## src/rtl/irqc_pkg.sv

```systemverilog
// Package: shared constants of the prioritized interrupt controller.
// Assumes: handler offset is fixed and common to every source.
package irqc_pkg;
    localparam logic [31:0] HANDLER_OFS = 32'h0000_0600;
endpackage

```

## src/rtl/irqc_level_regs.sv

```systemverilog
// Module: irqc_level_regs
// Holds one programmable priority level per source; writes one source
// per cycle. Assumes cfg_idx < N whenever cfg_we is high.
module irqc_level_regs #(
    parameter int N  = 8,
    parameter int LW = 4,
    parameter int IW = 3
) (
    input  logic            clk,
    input  logic            rst_n,
    input  logic            we,
    input  logic [IW-1:0]   idx,
    input  logic [LW-1:0]   lvl,
    output logic [N*LW-1:0] levels
);
    for (genvar i = 0; i < N; i++) begin : g_lvl
        // Level storage of source i, cleared by reset.
        always_ff @(posedge clk) begin
            if (!rst_n)
                levels[i*LW +: LW] <= '0;
            else if (we && (idx == IW'(i)))
                levels[i*LW +: LW] <= lvl;
        end
    end
endmodule

```

## src/rtl/irqc_arbiter.sv

```systemverilog
// Module: irqc_arbiter
// Combinational selection of the highest-level asserted request;
// ties go to the lower index. Assumes nothing about request timing.
module irqc_arbiter #(
    parameter int N  = 8,
    parameter int LW = 4,
    parameter int IW = 3
) (
    input  logic [N-1:0]    req,
    input  logic [N*LW-1:0] levels,
    output logic            valid,
    output logic [IW-1:0]   win_idx,
    output logic [LW-1:0]   win_lvl
);
    // Scan sources upward; only a strictly higher level replaces the winner.
    always_comb begin
        valid   = 1'b0;
        win_idx = '0;
        win_lvl = '0;
        for (int i = 0; i < N; i++) begin
            if (req[i] && (!valid || (levels[i*LW +: LW] > win_lvl))) begin
                valid   = 1'b1;
                win_idx = IW'(i);
                win_lvl = levels[i*LW +: LW];
            end
        end
    end

    // Winner must be an asserted request.
    always_comb begin
        p_win_is_req_r2: assert (!valid || req[win_idx]);
    end
endmodule

```

## src/rtl/irqc_gate.sv

```systemverilog
// Module: irqc_gate
// Mask compare, CPU request register, block bit and event code capture.
// Assumes cpu_ack and cpu_rte are single-cycle pulses from the CPU side.
module irqc_gate #(
    parameter int            LW       = 4,
    parameter int            IW       = 3,
    parameter int            EW       = 12,
    parameter logic [EW-1:0] EVT_BASE = 12'h400,
    parameter logic [EW-1:0] EVT_STEP = 12'h020
) (
    input  logic          clk,
    input  logic          rst_n,
    input  logic          valid,
    input  logic [IW-1:0] win_idx,
    input  logic [LW-1:0] win_lvl,
    input  logic [LW-1:0] mask,
    input  logic          ack,
    input  logic          rte,
    output logic          irq_q,
    output logic          blk_q,
    output logic [EW-1:0] evt_code
);
    logic          accept;
    logic          blk_d;
    logic          hit;
    logic [IW-1:0] idx_q;

    // Acknowledge counts only against a raised request.
    assign accept = ack && irq_q;
    // Next block state: acceptance sets, return clears, acceptance wins.
    assign blk_d  = accept ? 1'b1 : (rte ? 1'b0 : blk_q);
    // Strictly-above-mask test of the current winner.
    assign hit    = valid && (win_lvl > mask);

    // Request, winner and block registers.
    always_ff @(posedge clk) begin
        if (!rst_n) begin
            irq_q <= 1'b0;
            blk_q <= 1'b0;
            idx_q <= '0;
        end else begin
            irq_q <= hit && !blk_d;
            blk_q <= blk_d;
            idx_q <= win_idx;
        end
    end

    // Event code capture of the registered winner on acceptance.
    always_ff @(posedge clk) begin
        if (!rst_n)
            evt_code <= '0;
        else if (accept)
            evt_code <= EVT_BASE + EW'(EW'(idx_q) * EVT_STEP);
    end

    p_req_above_mask_r4: assert property (@(posedge clk) disable iff (!rst_n)
        irq_q |-> $past(valid && (win_lvl > mask)));
    p_ack_blocks_r6: assert property (@(posedge clk) disable iff (!rst_n)
        (ack && irq_q) |=> (blk_q && !irq_q));
    p_blk_holds_off_r7: assert property (@(posedge clk) disable iff (!rst_n)
        blk_q |-> !irq_q);
    p_rte_clears_r8: assert property (@(posedge clk) disable iff (!rst_n)
        (rte && !(ack && irq_q)) |=> !blk_q);
    p_evt_holds_r9: assert property (@(posedge clk) disable iff (!rst_n)
        !(ack && irq_q) |=> $stable(evt_code));
endmodule

```

## src/rtl/prio_irq_ctrl.sv

```systemverilog
// Module: prio_irq_ctrl (top)
// Prioritized maskable interrupt controller: level registers, arbiter,
// mask gate and the shared handler address. Assumes requests are
// synchronous to clk and held until serviced.
module prio_irq_ctrl
    import irqc_pkg::*;
#(
    parameter int              N_SRC    = 8,
    parameter int              LVL_W    = 4,
    parameter int              EVT_W    = 12,
    parameter logic [EVT_W-1:0] EVT_BASE = 12'h400,
    parameter logic [EVT_W-1:0] EVT_STEP = 12'h020,
    parameter int              ADDR_W   = 32,
    localparam int             IDX_W    = (N_SRC > 1) ? $clog2(N_SRC) : 1
) (
    input  logic              clk,
    input  logic              rst_n,
    input  logic [N_SRC-1:0]  irq_src,
    input  logic              cfg_we,
    input  logic [IDX_W-1:0]  cfg_idx,
    input  logic [LVL_W-1:0]  cfg_lvl,
    input  logic [LVL_W-1:0]  cpu_mask,
    input  logic              cpu_ack,
    input  logic              cpu_rte,
    input  logic [ADDR_W-1:0] vec_base,
    output logic              cpu_irq,
    output logic              blk,
    output logic [EVT_W-1:0]  evt_code,
    output logic [ADDR_W-1:0] handler_addr
);
    logic [N_SRC*LVL_W-1:0] levels;
    logic                   valid;
    logic [IDX_W-1:0]       win_idx;
    logic [LVL_W-1:0]       win_lvl;

    irqc_level_regs #(.N(N_SRC), .LW(LVL_W), .IW(IDX_W)) u_regs (
        .clk(clk), .rst_n(rst_n), .we(cfg_we), .idx(cfg_idx),
        .lvl(cfg_lvl), .levels(levels)
    );

    irqc_arbiter #(.N(N_SRC), .LW(LVL_W), .IW(IDX_W)) u_arb (
        .req(irq_src), .levels(levels), .valid(valid),
        .win_idx(win_idx), .win_lvl(win_lvl)
    );

    irqc_gate #(.LW(LVL_W), .IW(IDX_W), .EW(EVT_W),
                .EVT_BASE(EVT_BASE), .EVT_STEP(EVT_STEP)) u_gate (
        .clk(clk), .rst_n(rst_n), .valid(valid), .win_idx(win_idx),
        .win_lvl(win_lvl), .mask(cpu_mask), .ack(cpu_ack), .rte(cpu_rte),
        .irq_q(cpu_irq), .blk_q(blk), .evt_code(evt_code)
    );

    // Shared handler entry point.
    assign handler_addr = vec_base + ADDR_W'(HANDLER_OFS);
endmodule

```

## config.mk

```make
export PLATFORM = sky130hd
export DESIGN_NAME = prio_irq_ctrl
export DESIGN_NICKNAME = d
export VERILOG_FILES = /design/src/rtl/irqc_pkg.sv /design/src/rtl/irqc_level_regs.sv /design/src/rtl/irqc_arbiter.sv /design/src/rtl/irqc_gate.sv /design/src/rtl/prio_irq_ctrl.sv
export SDC_FILE = /design/constraint.sdc
export NUM_CORES = 1
export LEC_CHECK = 0
export ABC_AREA = 1
export BUFFER_PORTS_ARGS = -buffer_cell sky130_fd_sc_hd__clkbuf_2
export CORE_ASPECT_RATIO = 1.2
export CORE_UTILIZATION = 40
export DETAILED_ROUTE_END_ITERATION = 8
export MAX_ROUTING_LAYER = met4
export PLACE_DENSITY = 0.67
export SETUP_SLACK_MARGIN = 0.02
export SLEW_MARGIN = 30
export SYNTH_ARGS = -nofsm -noshare
export SYNTH_HDL_FRONTEND = slang
export SYNTH_SLANG_ARGS = --single-unit
```

## constraint.sdc

```tcl
create_clock -name clk -period 7.8 [get_ports clk]
set_clock_uncertainty 0.1 [all_clocks]
set_input_delay 0.78 -clock clk [delete_from_list [all_inputs] [get_ports clk]]
set_output_delay 0.78 -clock clk [all_outputs]
set_load 0.02 [all_outputs]
```

==> report_table.html, run 1 <==
<table>
<tr><th>Metric</th><th>Value</th></tr>
<tr><th colspan="2">Logic synthesis</th></tr>
<tr><td>Number of distinct standard cells referenced by the synthesized netlist</td><td>33</td></tr>
<tr><td>Synth Cell Area</td><td>3370 um2</td></tr>
<tr><td>Number of synthesized flops with an enable pin</td><td>0</td></tr>
<tr><td>Parity-gate share of the synthesized area counting xor and xnor cells</td><td>0.0468</td></tr>
<tr><td>Adder-cell share of the synthesized area</td><td>0.123</td></tr>
<tr><td>Count of state elements after synthesis</td><td>41</td></tr>
<tr><td>Warnings from Yosys</td><td>0</td></tr>
<tr><td>Sequential fraction of the synthesis area</td><td>0.244</td></tr>
<tr><td>Post-synthesis cell count</td><td>517</td></tr>
<tr><td>Synthesized area per cell</td><td>6.52 um2</td></tr>
<tr><td>Fraction of the mapped netlist area in simple logic gates</td><td>0.338</td></tr>
<tr><td>Main flop type after synthesis</td><td>sky130_fd_sc_hd__dfxtp_1</td></tr>
<tr><td>Complex-gate fraction of the synthesized area</td><td>0.120</td></tr>
<tr><td>FFs w/ async S/R, synth</td><td>0</td></tr>
<tr><td>Combinational family with the most area after synthesis</td><td>simple AND/OR/NAND/NOR gates</td></tr>
<tr><td>Mux contribution to synthesized area</td><td>0</td></tr>
<tr><th colspan="2">Critical path</th></tr>
<tr><td>Worst setup path category</td><td>in -&gt; reg</td></tr>
<tr><td>Cell occurring most often along the worst timing path</td><td>sky130_fd_sc_hd__nand2_2</td></tr>
<tr><td>Kind of start point of the critical path</td><td>input port</td></tr>
<tr><td>Crit path max-delay family</td><td>simple AND/OR/NAND/NOR gates</td></tr>
<tr><td>Highest cell delay on the worst timing path</td><td>290 ps</td></tr>
<tr><td>CP Max Fanout</td><td>8</td></tr>
<tr><td>Crit path arrival time</td><td>9120 ps</td></tr>
<tr><td>Required time at the endpoint of the critical path</td><td>7950 ps</td></tr>
<tr><td>Crit end category</td><td>flip-flop</td></tr>
<tr><td>Number of buffers and inverters on the critical path</td><td>16</td></tr>
<tr><td>Worst r2r src</td><td>u_regs.levels[1]</td></tr>
<tr><td>Startpoint of the most critical setup path</td><td>irq_src[0]</td></tr>
<tr><td>Cell with the biggest individual delay on the critical path</td><td>sky130_fd_sc_hd__ha_4</td></tr>
<tr><th colspan="2">Pwr</th></tr>
<tr><td>Maximum vdd drop</td><td>102 uV</td></tr>
<tr><td>Power density over cell area</td><td>204 nW/um2</td></tr>
<tr><td>Leakage Power</td><td>2.80 nW</td></tr>
<tr><th colspan="2">Run status</th></tr>
<tr><td>Failing checks</td><td>negative setup slack</td></tr>
<tr><td>Outcome</td><td>finished with violations</td></tr>
<tr><th colspan="2">Floorplanning</th></tr>
<tr><td>Number of primary I/O pins</td><td>102</td></tr>
<tr><td>Initial cell density of the core</td><td>0.413</td></tr>
<tr><td>Area inside the core boundary</td><td>8150 um2</td></tr>
<tr><td>Die ar.</td><td>8800 um2</td></tr>
<tr><td>Horizontal die dimension</td><td>85.8 um</td></tr>
<tr><td>Floorplan row count</td><td>36</td></tr>
<tr><td>Vertical die dimension</td><td>103 um</td></tr>
<tr><th colspan="2">Clocking</th></tr>
<tr><td>Clock latency reported for the late side of the worst-skew pair</td><td>300 ps</td></tr>
<tr><td>CTS tree</td><td>done</td></tr>
<tr><td>Clock edge transition at the registers on the reported setup and hold paths</td><td>80 ps</td></tr>
<tr><td>Quantity of hold-fixing buffers added after cts</td><td>0</td></tr>
<tr><td>CTS H-tree depth</td><td>2</td></tr>
<tr><td>Number of buffers between clock root and the deepest sink</td><td>2</td></tr>
<tr><td>Sinks on Clock Net</td><td>41</td></tr>
<tr><td>TritonCTS buffer count</td><td>5</td></tr>
<tr><td>Clock root buffer</td><td>sky130_fd_sc_hd__clkbuf_8</td></tr>
<tr><th colspan="2">Timing</th></tr>
<tr><td>Top achievable clock speed</td><td>111 MHz</td></tr>
<tr><td>RSZ-0062 raised after global routing</td><td>true</td></tr>
<tr><td>Actual slew at the worst max-slew pin</td><td>644 ps</td></tr>
<tr><td>Relative max-transition margin</td><td>0.571</td></tr>
<tr><td>Number of endpoints failing setup at the final stage</td><td>4</td></tr>
<tr><td>Period utilization</td><td>1.15</td></tr>
<tr><td>Setup slack after layout</td><td>-1170 ps</td></tr>
<tr><td>Max Slew Vio Count</td><td>0</td></tr>
<tr><td>Number of hold violations in the final report</td><td>0</td></tr>
<tr><td>Final Critical Period</td><td>8970 ps</td></tr>
<tr><td>Setup_tns</td><td>-3400 ps</td></tr>
<tr><th colspan="2">Route</th></tr>
<tr><td>DRC viols</td><td>0</td></tr>
<tr><td>Detail Route Antenna Nets</td><td>0</td></tr>
<tr><td>Aggregate routed wire length</td><td>12300 um</td></tr>
<tr><td>Routed wire length per instance</td><td>15.3 um</td></tr>
<tr><td>Total via count in the routed design</td><td>4146</td></tr>
<tr><td>Vias per cell</td><td>5.15</td></tr>
<tr><td>Number of design-rule violations left by the first detailed-router iteration</td><td>193</td></tr>
<tr><td>Length of the first detailed-routing pass in iterations</td><td>9</td></tr>
<tr><th colspan="2">Final layout</th></tr>
<tr><td>Final Util</td><td>0.679</td></tr>
<tr><td>Area Growth Syn to Fin</td><td>64.3%</td></tr>
<tr><td>Most common library cell in the layout ignoring fill and taps</td><td>sky130_fd_sc_hd__buf_4</td></tr>
<tr><td>Most frequent cells in the layout</td><td>103 x sky130_fd_sc_hd__buf_4, 74 x sky130_fd_sc_hd__clkbuf_2, 70 x sky130_fd_sc_hd__nor2_1</td></tr>
<tr><td>Ant diodes</td><td>0</td></tr>
<tr><td>Share of layout cells above drive strength 1</td><td>0.498</td></tr>
<tr><td>Count of non-filler cells in the finished layout</td><td>805</td></tr>
<tr><td>Area taken by flip-flops and latches</td><td>821 um2</td></tr>
<tr><td>Net count of the finished layout</td><td>780</td></tr>
<tr><td>Total area of multi-input combinational cells</td><td>2950 um2</td></tr>
<tr><td>Total of fill cells in the finished design</td><td>609</td></tr>
<tr><th colspan="2">GRT</th></tr>
<tr><td>Vias in the first global route</td><td>3819</td></tr>
<tr><td>Largest net degree at the start of global routing</td><td>38</td></tr>
<tr><td>Total routing resource utilization after global routing</td><td>0.244</td></tr>
<tr><td>Total congestion overflow after global routing</td><td>0</td></tr>
<tr><td>Number of antenna violations at the first check in global routing</td><td>0</td></tr>
<tr><td>First-pass GRT wire length</td><td>16400 um</td></tr>
<tr><th colspan="2">Run</th></tr>
<tr><td>Number of maximum-capacitance violations</td><td>0</td></tr>
<tr><th colspan="2">Hold path</th></tr>
<tr><td>Launch point of the worst hold path</td><td>u_gate.evt_code[10]</td></tr>
<tr><td>Hold Crit Class</td><td>reg -&gt; reg</td></tr>
<tr><th colspan="2">Place</th></tr>
<tr><td>Placement-stage worst setup slack</td><td>-1380 ps</td></tr>
<tr><td>Final GP Congestion</td><td>0.909</td></tr>
<tr><td>Cell count after placement</td><td>750</td></tr>
<tr><td>DPL Wire Length</td><td>7050 um</td></tr>
<tr><td>I/O Buffers</td><td>75</td></tr>
</table>
==> cell usage after synthesis, types with 2 or more instances <==
master                     instances  area [um2]
sky130_fd_sc_hd__a21oi_1          26         130
sky130_fd_sc_hd__and2_1           12        75.1
sky130_fd_sc_hd__buf_4            17         128
sky130_fd_sc_hd__clkbuf_1          6        22.5
sky130_fd_sc_hd__dfxtp_1          41         821
sky130_fd_sc_hd__ha_1             33         413
sky130_fd_sc_hd__inv_1            64         240
sky130_fd_sc_hd__inv_2             9        33.8
sky130_fd_sc_hd__nand2_1          96         360
sky130_fd_sc_hd__nand2_2           3        18.8
sky130_fd_sc_hd__nand3_1          36         180
sky130_fd_sc_hd__nand3_2           2        20.0
sky130_fd_sc_hd__nand4_1           5        31.3
sky130_fd_sc_hd__nor2_1           74         278
sky130_fd_sc_hd__nor2_2            5        31.3
sky130_fd_sc_hd__nor2_4            3        33.8
sky130_fd_sc_hd__nor3_1            2        10.0
sky130_fd_sc_hd__o21ai_0          44         220
sky130_fd_sc_hd__o21ai_1           2        10.0
sky130_fd_sc_hd__o21bai_1          2        15.0
sky130_fd_sc_hd__or2_1             7        43.8
sky130_fd_sc_hd__xnor2_1           6        52.6
sky130_fd_sc_hd__xor2_1           12         105
==> final timing paths <==
| check | slack, ps | to | cells past startpoint |
|---|---|---|---|
| worst max-delay path | -1170 | u_gate.irq_q | 76 |
| worst min-delay path | 380 | u_gate.evt_code[10] | 2 |
| worst max register to register | -1010 | u_gate.irq_q | 75 |
| worst min register to register | 380 | u_gate.evt_code[10] | 2 |
==> stage by stage <==
| stage | area (um2) | hold WS [ps] | power, mW |
|---|---|---|---|
| floorplan | 3420 | 348 | 0.539 |
| global placement | 4240 | 357 | 0.702 |
| detailed placement | 4240 | 368 | 0.718 |
| CTS | 4950 | 385 | 0.963 |
| global route | 5540 | 430 | 1.20 |
| finish | 5540 | 380 | 1.13 |
==> metal layers <==
metal	track usage	wire [um]	part of all wire	vias to the layer above
met2	0.462	6370	0.52	203
met3	0.0368	740	0.060	63
met4	0.136	709	0.058	0
li1	-	-	-	1982
met1	0.238	4490	0.36	1898
met5	-	0	0	-
==> where the power goes <==
group          total, mW  switching, mW  internal (mW)
clock              0.148         0.0772         0.0704
combinational      0.742          0.377          0.365
sequential         0.237         0.0103          0.226
==> registers in the layout, indices dropped and copies added, names as in the netlist <==
register and flops:
u_regs.levels 32, u_gate.evt_code 4, u_gate.idx_q 3, u_gate.blk_q 1
u_gate.irq_q 1
==> worst min-delay path, stage by stage, from the launching register on <==
cell and delay (ps):
sky130_fd_sc_hd__dfxtp_1 330, sky130_fd_sc_hd__nor2_1 50, sky130_fd_sc_hd__nor2_1 70
==> cells by family after synthesis <==
| family | after synthesis |
|---|---|
| xor+xnor | 18 |
| buf+inv | 98 |
| compound gates | 78 |
| other cells | 1 |
| flops | 41 |
| fa+ha+maj | 33 |
| simple gates | 248 |
==> final cells by class <==
type                       instances  area share
clock buffer                       7      0.0156
inverter                          74      0.0542
multi-input combinational        385       0.533
sequential                        41       0.148
tap                              114      0.0258
timing repair buffer             184       0.223
==> repair_timing <==
item,CTS,global route
hold endpoints to repair,0,0
pin swaps,46,83
setup endpoints to repair,4,4
setup buffers,40,12
gates cloned,0,0
gates resized for setup,68,113
Power figures use the tool's default switching activity.
==> run 2: changes to the inputs <==
--- a/config.mk
+++ b/config.mk
@@ -9,4 +9,5 @@
 export BUFFER_PORTS_ARGS = -buffer_cell sky130_fd_sc_hd__clkbuf_2
 export CORE_ASPECT_RATIO = 1.2
+export CORE_MARGIN = 2
 export CORE_UTILIZATION = 40
 export DETAILED_ROUTE_END_ITERATION = 8
@@ -14,5 +15,5 @@
 export PLACE_DENSITY = 0.67
 export SETUP_SLACK_MARGIN = 0.02
-export SLEW_MARGIN = 30
+export SLEW_MARGIN = 20
 export SYNTH_ARGS = -nofsm -noshare
 export SYNTH_HDL_FRONTEND = slang
==> constraint.sdc (replaced) <==
create_clock -name clk -period 7.8 [get_ports clk]
set_clock_uncertainty 0.1 [all_clocks]
set_input_delay 0.78 -clock clk [delete_from_list [all_inputs] [get_ports clk]]
set_output_delay 0.78 -clock clk [all_outputs]
set_load 0.05 [all_outputs]
==> report_table.html, run 2 (synthesis results as in run 1) <==
<table>
<tr><th>Metric</th><th>Value</th></tr>
<tr><th colspan="2">Timing</th></tr>
<tr><td>Max Slew Vio Count</td><td>0 (unchanged)</td></tr>
<tr><td>Number of hold violations in the final report</td><td>0 (unchanged)</td></tr>
<tr><td>Setup slack after layout</td><td>-1030 ps (+138 ps)</td></tr>
<tr><td>RSZ-0062 raised after global routing</td><td>true</td></tr>
<tr><td>Final Critical Period</td><td>8830 ps (-138 ps)</td></tr>
<tr><td>Worst-case hold slack</td><td>392 ps (+12.3 ps)</td></tr>
<tr><td>Relative max-transition margin</td><td>0.570 (about the same)</td></tr>
<tr><td>Actual slew at the worst max-slew pin</td><td>645 ps (+0.837 ps)</td></tr>
<tr><td>Period utilization</td><td>1.13 (-0.0177)</td></tr>
<tr><td>Top achievable clock speed</td><td>113 MHz (+1.6%)</td></tr>
<tr><td>Number of endpoints failing setup at the final stage</td><td>4 (unchanged)</td></tr>
<tr><td>Setup_tns</td><td>-2750 ps (+650 ps)</td></tr>
<tr><th colspan="2">Route</th></tr>
<tr><td>Routed wire length per instance</td><td>13.4 um (-13%)</td></tr>
<tr><td>Vias per cell</td><td>4.95 (-3.8%)</td></tr>
<tr><td>Total via count in the routed design</td><td>3869 (-6.7%)</td></tr>
<tr><td>Detail Route Antenna Nets</td><td>0 (unchanged)</td></tr>
<tr><td>Number of design-rule violations left by the first detailed-router iteration</td><td>130 (-33%)</td></tr>
<tr><td>DRC viols</td><td>0 (unchanged)</td></tr>
<tr><td>Length of the first detailed-routing pass in iterations</td><td>4 (-5)</td></tr>
<tr><td>Aggregate routed wire length</td><td>10400 um (-15%)</td></tr>
<tr><th colspan="2">Clocking</th></tr>
<tr><td>Quantity of hold-fixing buffers added after cts</td><td>0 (unchanged)</td></tr>
<tr><td>Clock latency reported for the late side of the worst-skew pair</td><td>300 ps (about the same)</td></tr>
<tr><td>Clock root buffer</td><td>sky130_fd_sc_hd__clkbuf_8</td></tr>
<tr><td>CTS H-tree depth</td><td>2 (unchanged)</td></tr>
<tr><td>CTS tree</td><td>done</td></tr>
<tr><td>Sinks on Clock Net</td><td>41 (unchanged)</td></tr>
<tr><td>TritonCTS buffer count</td><td>5 (unchanged)</td></tr>
<tr><td>Clock edge transition at the registers on the reported setup and hold paths</td><td>80 ps (about the same)</td></tr>
<tr><td>Number of buffers between clock root and the deepest sink</td><td>2 (unchanged)</td></tr>
<tr><th colspan="2">Final layout</th></tr>
<tr><td>Max reg flops</td><td>32 (unchanged)</td></tr>
<tr><td>Final Util</td><td>0.629 (-0.0499)</td></tr>
<tr><td>Total area of multi-input combinational cells</td><td>2730 um2 (-7.5%)</td></tr>
<tr><td>Most frequent cells in the layout</td><td>79 x sky130_fd_sc_hd__buf_4, 74 x sky130_fd_sc_hd__clkbuf_2, 73 x sky130_fd_sc_hd__nor2_1</td></tr>
<tr><td>Top flop regs</td><td>u_regs.levels (32), u_gate.evt_code (4), u_gate.idx_q (3)</td></tr>
<tr><td>Register containing the most flip-flops in the final layout</td><td>u_regs.levels</td></tr>
<tr><td>Share of layout cells above drive strength 1</td><td>0.442 (-0.0556)</td></tr>
<tr><td>Total of fill cells in the finished design</td><td>667 (+9.5%)</td></tr>
<tr><td>Area taken by flip-flops and latches</td><td>821 um2 (unchanged)</td></tr>
<tr><td>Post-Layout Inst Area</td><td>5130 um2 (-7.3%)</td></tr>
<tr><td>Ant diodes</td><td>0 (unchanged)</td></tr>
<tr><td>Most common library cell in the layout ignoring fill and taps</td><td>sky130_fd_sc_hd__buf_4</td></tr>
<tr><td>Area Growth Syn to Fin</td><td>52.2%</td></tr>
<tr><td>Net count of the finished layout</td><td>755 (-3.2%)</td></tr>
<tr><th colspan="2">Floorplanning</th></tr>
<tr><td>Horizontal die dimension</td><td>87.8 um (+2.3%)</td></tr>
<tr><td>Initial cell density of the core</td><td>0.413 (unchanged)</td></tr>
<tr><td>Number of primary I/O pins</td><td>102 (unchanged)</td></tr>
<tr><td>Floorplan row count</td><td>36 (unchanged)</td></tr>
<tr><td>Vertical die dimension</td><td>105 um (+2.0%)</td></tr>
<tr><td>Die ar.</td><td>9180 um2 (+4.3%)</td></tr>
<tr><td>Area inside the core boundary</td><td>8150 um2 (unchanged)</td></tr>
<tr><th colspan="2">Place</th></tr>
<tr><td>DPL Wire Length</td><td>7180 um (+2.0%)</td></tr>
<tr><td>Placement-stage worst setup slack</td><td>-1420 ps (-33.8 ps)</td></tr>
<tr><td>Placed cell areas</td><td>4250 um2 (+0.18%)</td></tr>
<tr><td>I/O Buffers</td><td>75 (unchanged)</td></tr>
<tr><td>Final GP Congestion</td><td>0.917 (+0.89%)</td></tr>
<tr><th colspan="2">Critical path</th></tr>
<tr><td>Crit end category</td><td>flip-flop</td></tr>
<tr><td>Cell with the biggest individual delay on the critical path</td><td>sky130_fd_sc_hd__ha_4</td></tr>
<tr><td>Required time at the endpoint of the critical path</td><td>7950 ps (about the same)</td></tr>
<tr><td>Crit path arrival time</td><td>8980 ps (-140 ps)</td></tr>
<tr><td>Cell occurring most often along the worst timing path</td><td>sky130_fd_sc_hd__nand2_1</td></tr>
<tr><td>Worst setup path category</td><td>in -&gt; reg</td></tr>
<tr><td>CP Max Fanout</td><td>8 (unchanged)</td></tr>
<tr><td>Kind of start point of the critical path</td><td>input port</td></tr>
<tr><td>Highest cell delay on the worst timing path</td><td>290 ps (about the same)</td></tr>
<tr><th colspan="2">GRT</th></tr>
<tr><td>Number of antenna violations at the first check in global routing</td><td>0 (unchanged)</td></tr>
<tr><td>Largest net degree at the start of global routing</td><td>38 (unchanged)</td></tr>
<tr><td>First-pass GRT wire length</td><td>15500 um (-5.4%)</td></tr>
<tr><td>Total congestion overflow after global routing</td><td>0 (unchanged)</td></tr>
<tr><td>Total routing resource utilization after global routing</td><td>0.215 (-0.0286)</td></tr>
<tr><td>Vias in the first global route</td><td>3618 (-5.3%)</td></tr>
<tr><th colspan="2">Pwr</th></tr>
<tr><td>Maximum vdd drop</td><td>95.2 uV (-6.9%)</td></tr>
<tr><td>Power density over cell area</td><td>210 nW/um2 (+3.3%)</td></tr>
<tr><td>Leakage Power</td><td>2.61 nW (-6.7%)</td></tr>
<tr><th colspan="2">Run</th></tr>
<tr><td>Number of maximum-capacitance violations</td><td>0 (unchanged)</td></tr>
<tr><th colspan="2">Run status</th></tr>
<tr><td>Outcome</td><td>finished with violations</td></tr>
<tr><td>Failing checks</td><td>negative setup slack</td></tr>
<tr><th colspan="2">Hold path</th></tr>
<tr><td>Hold Crit Class</td><td>reg -&gt; reg</td></tr>
</table>
-- run 2: metal layers --
layer,global-route usage,wire length [um],up-vias
met5,-,0,-
met4,0.0857,457,0
met3,0.0379,688,42
met2,0.392,5380,151
met1,0.223,3900,1752
li1,-,-,1924
-- run 2: worst max-delay path: cells and delay by family --
| kind | cells | cell delay [ps] |
|---|---|---|
| AND/OR/NAND/NOR | 47 | 4370 |
| adder cells (fa/ha/maj) | 8 | 2050 |
| AO/OA/AOI/OAI | 13 | 1190 |
| buffers and inverters | 8 | 540 |
-- run 2: worst paths after layout --
path	startpoint	to	slack (ps)	cells after the start
hold reg to reg	u_gate.evt_code[5]	u_gate.evt_code[5]	390	2
hold / removal	u_gate.evt_code[5]	u_gate.evt_code[5]	390	2
setup reg to reg	u_regs.levels[1]	u_gate.irq_q	-850	75
setup / recovery	irq_src[0]	u_gate.irq_q	-1030	76
-- run 2: area by class of cell --
class	count	share of cell area
Clock buffer	7	0.0188
Clock inverter	1	0.000976
Inverter	74	0.0566
Multi-Input combinational cell	385	0.532
Sequential cell	41	0.160
Tap cell	114	0.0278
Timing Repair Buffer	159	0.204
-- run 2: repair_timing --
action                                  in CTS  in global routing
endpoints found under the setup margin       4                  4
gates resized for setup                     60                 71
pin swaps                                   28                 31
setup buffers                               15                  7
-- run 2: per-stage QoR --
stage,power [mW],std cells
after floorplan,0.577,524
after global placement,0.732,751
after detailed placement,0.750,751
after CTS,0.981,774
after global routing,1.16,781
final,1.08,781
-- run 2: where the power goes --
group          leakage (nW)  switching (mW)  internal, mW  total (mW)
clock                0.0542          0.0779        0.0801       0.158
combinational          2.22           0.367         0.318       0.685
sequential            0.334         0.00933         0.226       0.236
total                  2.61           0.454         0.624        1.08
==> run 3: changes to the inputs <==
==> constraint.sdc (replaced) <==
create_clock -name clk -period 7.8 [get_ports clk]
set_clock_uncertainty 0.1 [all_clocks]
set_input_delay 1.56 -clock clk [delete_from_list [all_inputs] [get_ports clk]]
set_output_delay 1.56 -clock clk [all_outputs]
set_load 0.05 [all_outputs]
==> report_table.html, run 3 (synthesis results as in run 1) <==
<table>
<tr><th>Metric</th><th>Value</th></tr>
<tr><th colspan="2">Run status</th></tr>
<tr><td>Outcome</td><td>finished with violations</td></tr>
<tr><td>Failing checks</td><td>negative setup slack</td></tr>
<tr><th colspan="2">Route</th></tr>
<tr><td>Number of design-rule violations left by the first detailed-router iteration</td><td>118 (-9.2%)</td></tr>
<tr><td>Length of the first detailed-routing pass in iterations</td><td>4 (unchanged)</td></tr>
<tr><td>DRC viols</td><td>0 (unchanged)</td></tr>
<tr><td>Total via count in the routed design</td><td>3945 (+2.0%)</td></tr>
<tr><td>Routed wire length per instance</td><td>14.5 um (+8.8%)</td></tr>
<tr><td>Detail Route Antenna Nets</td><td>0 (unchanged)</td></tr>
<tr><td>Vias per cell</td><td>5.03 (+1.4%)</td></tr>
<tr><td>Aggregate routed wire length</td><td>11400 um (+9.4%)</td></tr>
<tr><th colspan="2">Timing</th></tr>
<tr><td>Top achievable clock speed</td><td>103 MHz (-8.6%)</td></tr>
<tr><td>Number of hold violations in the final report</td><td>0 (unchanged)</td></tr>
<tr><td>Max Slew Vio Count</td><td>0 (unchanged)</td></tr>
<tr><td>Actual slew at the worst max-slew pin</td><td>663 ps (+18.4 ps)</td></tr>
<tr><td>Relative max-transition margin</td><td>0.558 (-0.0123)</td></tr>
<tr><td>RSZ-0062 raised after global routing</td><td>true</td></tr>
<tr><td>Final Critical Period</td><td>9660 ps (+829 ps)</td></tr>
<tr><td>Setup slack after layout</td><td>-1860 ps (-829 ps)</td></tr>
<tr><td>Number of endpoints failing setup at the final stage</td><td>4 (unchanged)</td></tr>
<tr><td>Period utilization</td><td>1.24 (+0.106)</td></tr>
<tr><th colspan="2">Clocking</th></tr>
<tr><td>CTS H-tree depth</td><td>2 (unchanged)</td></tr>
<tr><td>Number of buffers between clock root and the deepest sink</td><td>2 (unchanged)</td></tr>
<tr><td>Sinks on Clock Net</td><td>41 (unchanged)</td></tr>
<tr><td>CTS tree</td><td>done</td></tr>
<tr><td>Clock root buffer</td><td>sky130_fd_sc_hd__clkbuf_8</td></tr>
<tr><td>Clock latency reported for the late side of the worst-skew pair</td><td>310 ps (about the same)</td></tr>
<tr><td>Quantity of hold-fixing buffers added after cts</td><td>0 (unchanged)</td></tr>
<tr><td>Clock edge transition at the registers on the reported setup and hold paths</td><td>80 ps (about the same)</td></tr>
<tr><td>TritonCTS buffer count</td><td>5 (unchanged)</td></tr>
<tr><th colspan="2">Final layout</th></tr>
<tr><td>Total of fill cells in the finished design</td><td>642 (-3.7%)</td></tr>
<tr><td>Most common library cell in the layout ignoring fill and taps</td><td>sky130_fd_sc_hd__buf_4</td></tr>
<tr><td>Register containing the most flip-flops in the final layout</td><td>u_regs.levels</td></tr>
<tr><td>Top flop regs</td><td>u_regs.levels (32), u_gate.evt_code (4), u_gate.idx_q (3)</td></tr>
<tr><td>Most frequent cells in the layout</td><td>82 x sky130_fd_sc_hd__buf_4, 74 x sky130_fd_sc_hd__clkbuf_2, 71 x sky130_fd_sc_hd__nor2_1</td></tr>
<tr><td>Area Growth Syn to Fin</td><td>59.8%</td></tr>
<tr><td>Ant diodes</td><td>0 (unchanged)</td></tr>
<tr><td>Net count of the finished layout</td><td>759 (+0.53%)</td></tr>
<tr><td>Share of layout cells above drive strength 1</td><td>0.475 (+0.0331)</td></tr>
<tr><td>Post-Layout Inst Area</td><td>5380 um2 (+5.0%)</td></tr>
<tr><td>Max reg flops</td><td>32 (unchanged)</td></tr>
<tr><td>Final Util</td><td>0.660 (+0.0313)</td></tr>
<tr><th colspan="2">GRT</th></tr>
<tr><td>Total routing resource utilization after global routing</td><td>0.234 (+0.0190)</td></tr>
<tr><td>Total congestion overflow after global routing</td><td>0 (unchanged)</td></tr>
<tr><td>Largest net degree at the start of global routing</td><td>38 (unchanged)</td></tr>
<tr><td>Vias in the first global route</td><td>3812 (+5.4%)</td></tr>
<tr><td>Number of antenna violations at the first check in global routing</td><td>0 (unchanged)</td></tr>
<tr><td>First-pass GRT wire length</td><td>16800 um (+8.3%)</td></tr>
<tr><th colspan="2">Hold path</th></tr>
<tr><td>Hold Crit Class</td><td>reg -&gt; reg</td></tr>
<tr><td>Launch point of the worst hold path</td><td>u_gate.idx_q[0]</td></tr>
<tr><td>Min-Delay Path Depth</td><td>2 (unchanged)</td></tr>
<tr><th colspan="2">Place</th></tr>
<tr><td>Placed cell areas</td><td>4280 um2 (+0.77%)</td></tr>
<tr><td>Placement-stage worst setup slack</td><td>-2130 ps (-716 ps)</td></tr>
<tr><td>Final GP Congestion</td><td>0.913 (-0.46%)</td></tr>
<tr><td>DPL Wire Length</td><td>7190 um (about the same)</td></tr>
<tr><td>I/O Buffers</td><td>75 (unchanged)</td></tr>
<tr><th colspan="2">Floorplanning</th></tr>
<tr><td>Horizontal die dimension</td><td>87.8 um (unchanged)</td></tr>
<tr><td>Floorplan row count</td><td>36 (unchanged)</td></tr>
<tr><td>Vertical die dimension</td><td>105 um (unchanged)</td></tr>
<tr><td>Number of primary I/O pins</td><td>102 (unchanged)</td></tr>
<tr><td>Area inside the core boundary</td><td>8150 um2 (unchanged)</td></tr>
<tr><td>Die ar.</td><td>9180 um2 (unchanged)</td></tr>
<tr><td>Initial cell density of the core</td><td>0.413 (unchanged)</td></tr>
<tr><th colspan="2">Critical path</th></tr>
<tr><td>Startpoint of the most critical setup path</td><td>irq_src[0]</td></tr>
<tr><td>Worst r2r src</td><td>u_regs.levels[3]</td></tr>
<tr><td>Cell occurring most often along the worst timing path</td><td>sky130_fd_sc_hd__nand2_1</td></tr>
<tr><td>Worst reg-to-reg path cell count</td><td>76 (+1.3%)</td></tr>
<tr><td>Crit end category</td><td>flip-flop</td></tr>
<tr><td>CP Max Fanout</td><td>8 (unchanged)</td></tr>
<tr><td>Required time at the endpoint of the critical path</td><td>7890 ps (-60 ps)</td></tr>
<tr><td>Worst setup path category</td><td>in -&gt; reg</td></tr>
<tr><td>Kind of start point of the critical path</td><td>input port</td></tr>
<tr><td>Cell with the biggest individual delay on the critical path</td><td>sky130_fd_sc_hd__ha_4</td></tr>
<tr><td>Highest cell delay on the worst timing path</td><td>290 ps (about the same)</td></tr>
<tr><td>Crit path arrival time</td><td>9760 ps (+780 ps)</td></tr>
<tr><th colspan="2">Run</th></tr>
<tr><td>Number of maximum-capacitance violations</td><td>0 (unchanged)</td></tr>
<tr><th colspan="2">Pwr</th></tr>
<tr><td>Leakage Power</td><td>2.68 nW (+2.8%)</td></tr>
<tr><td>Total power after layout</td><td>1.16 mW (+7.6%)</td></tr>
<tr><td>Power density over cell area</td><td>216 nW/um2 (+2.5%)</td></tr>
<tr><td>Maximum vdd drop</td><td>106 uV (+12%)</td></tr>
</table>
## run 3: final cells by class
type,count,area [um2],area share
Clock inverter,1,30.0,0.00558
Sequential cell,41,821,0.152
Timing Repair Buffer,163,1080,0.200
Inverter,74,288,0.0535
Clock buffer,7,86.3,0.0160
Tap cell,114,143,0.0265
Multi-Input combinational cell,385,2940,0.546
## run 3: power breakdown
part	internal [mW]	switching (mW)	total, mW
logic	0.347	0.390	0.736
registers	0.226	0.0106	0.237
clock network	0.105	0.0830	0.187
total	0.677	0.483	1.16
## run 3: worst paths after layout
check	slack (ps)	to
max	-1860	u_gate.irq_q
min	390	u_gate.evt_code[5]
max reg2reg	-930	u_gate.irq_q
min reg2reg	390	u_gate.evt_code[5]
## run 3: worst max-delay path, delay by kind of cell
kind | cells | cell delay, ps
AOI/OAI and AO/OA | 13 | 1190
and+or+nand+nor | 47 | 4240
buffers and inverters | 9 | 800
adders and majority gates | 8 | 1960
## run 3: repair_timing
action | 4_1_cts | 5_1_grt
gates resized for setup | 95 | 60
gates cloned | 0 | 0
pin swaps | 72 | 70
buffers inserted | 27 | 5
endpoints found under the setup margin | 4 | 4
## run 3: metal layers
| metal | global-route usage | vias to the layer above | part of all wire |
|---|---|---|---|
| met2 | 0.414 | 181 | 0.53 |
| li1 | - | 1940 | - |
| met5 | - | - | 0 |
| met1 | 0.241 | 1787 | 0.37 |
| met4 | 0.115 | 0 | 0.042 |
| met3 | 0.0458 | 37 | 0.064 |
## run 3: per-stage QoR
stage / instances / hold slack, ps / TNS, ps
finish: 785 / 388 / -5520
global route: 785 / 399 / -7760
CTS: 781 / 390 / -4520
detailed placement: 746 / 371 / -6780
global placement: 746 / 365 / -5850
floorplan: 524 / 349 / -2600
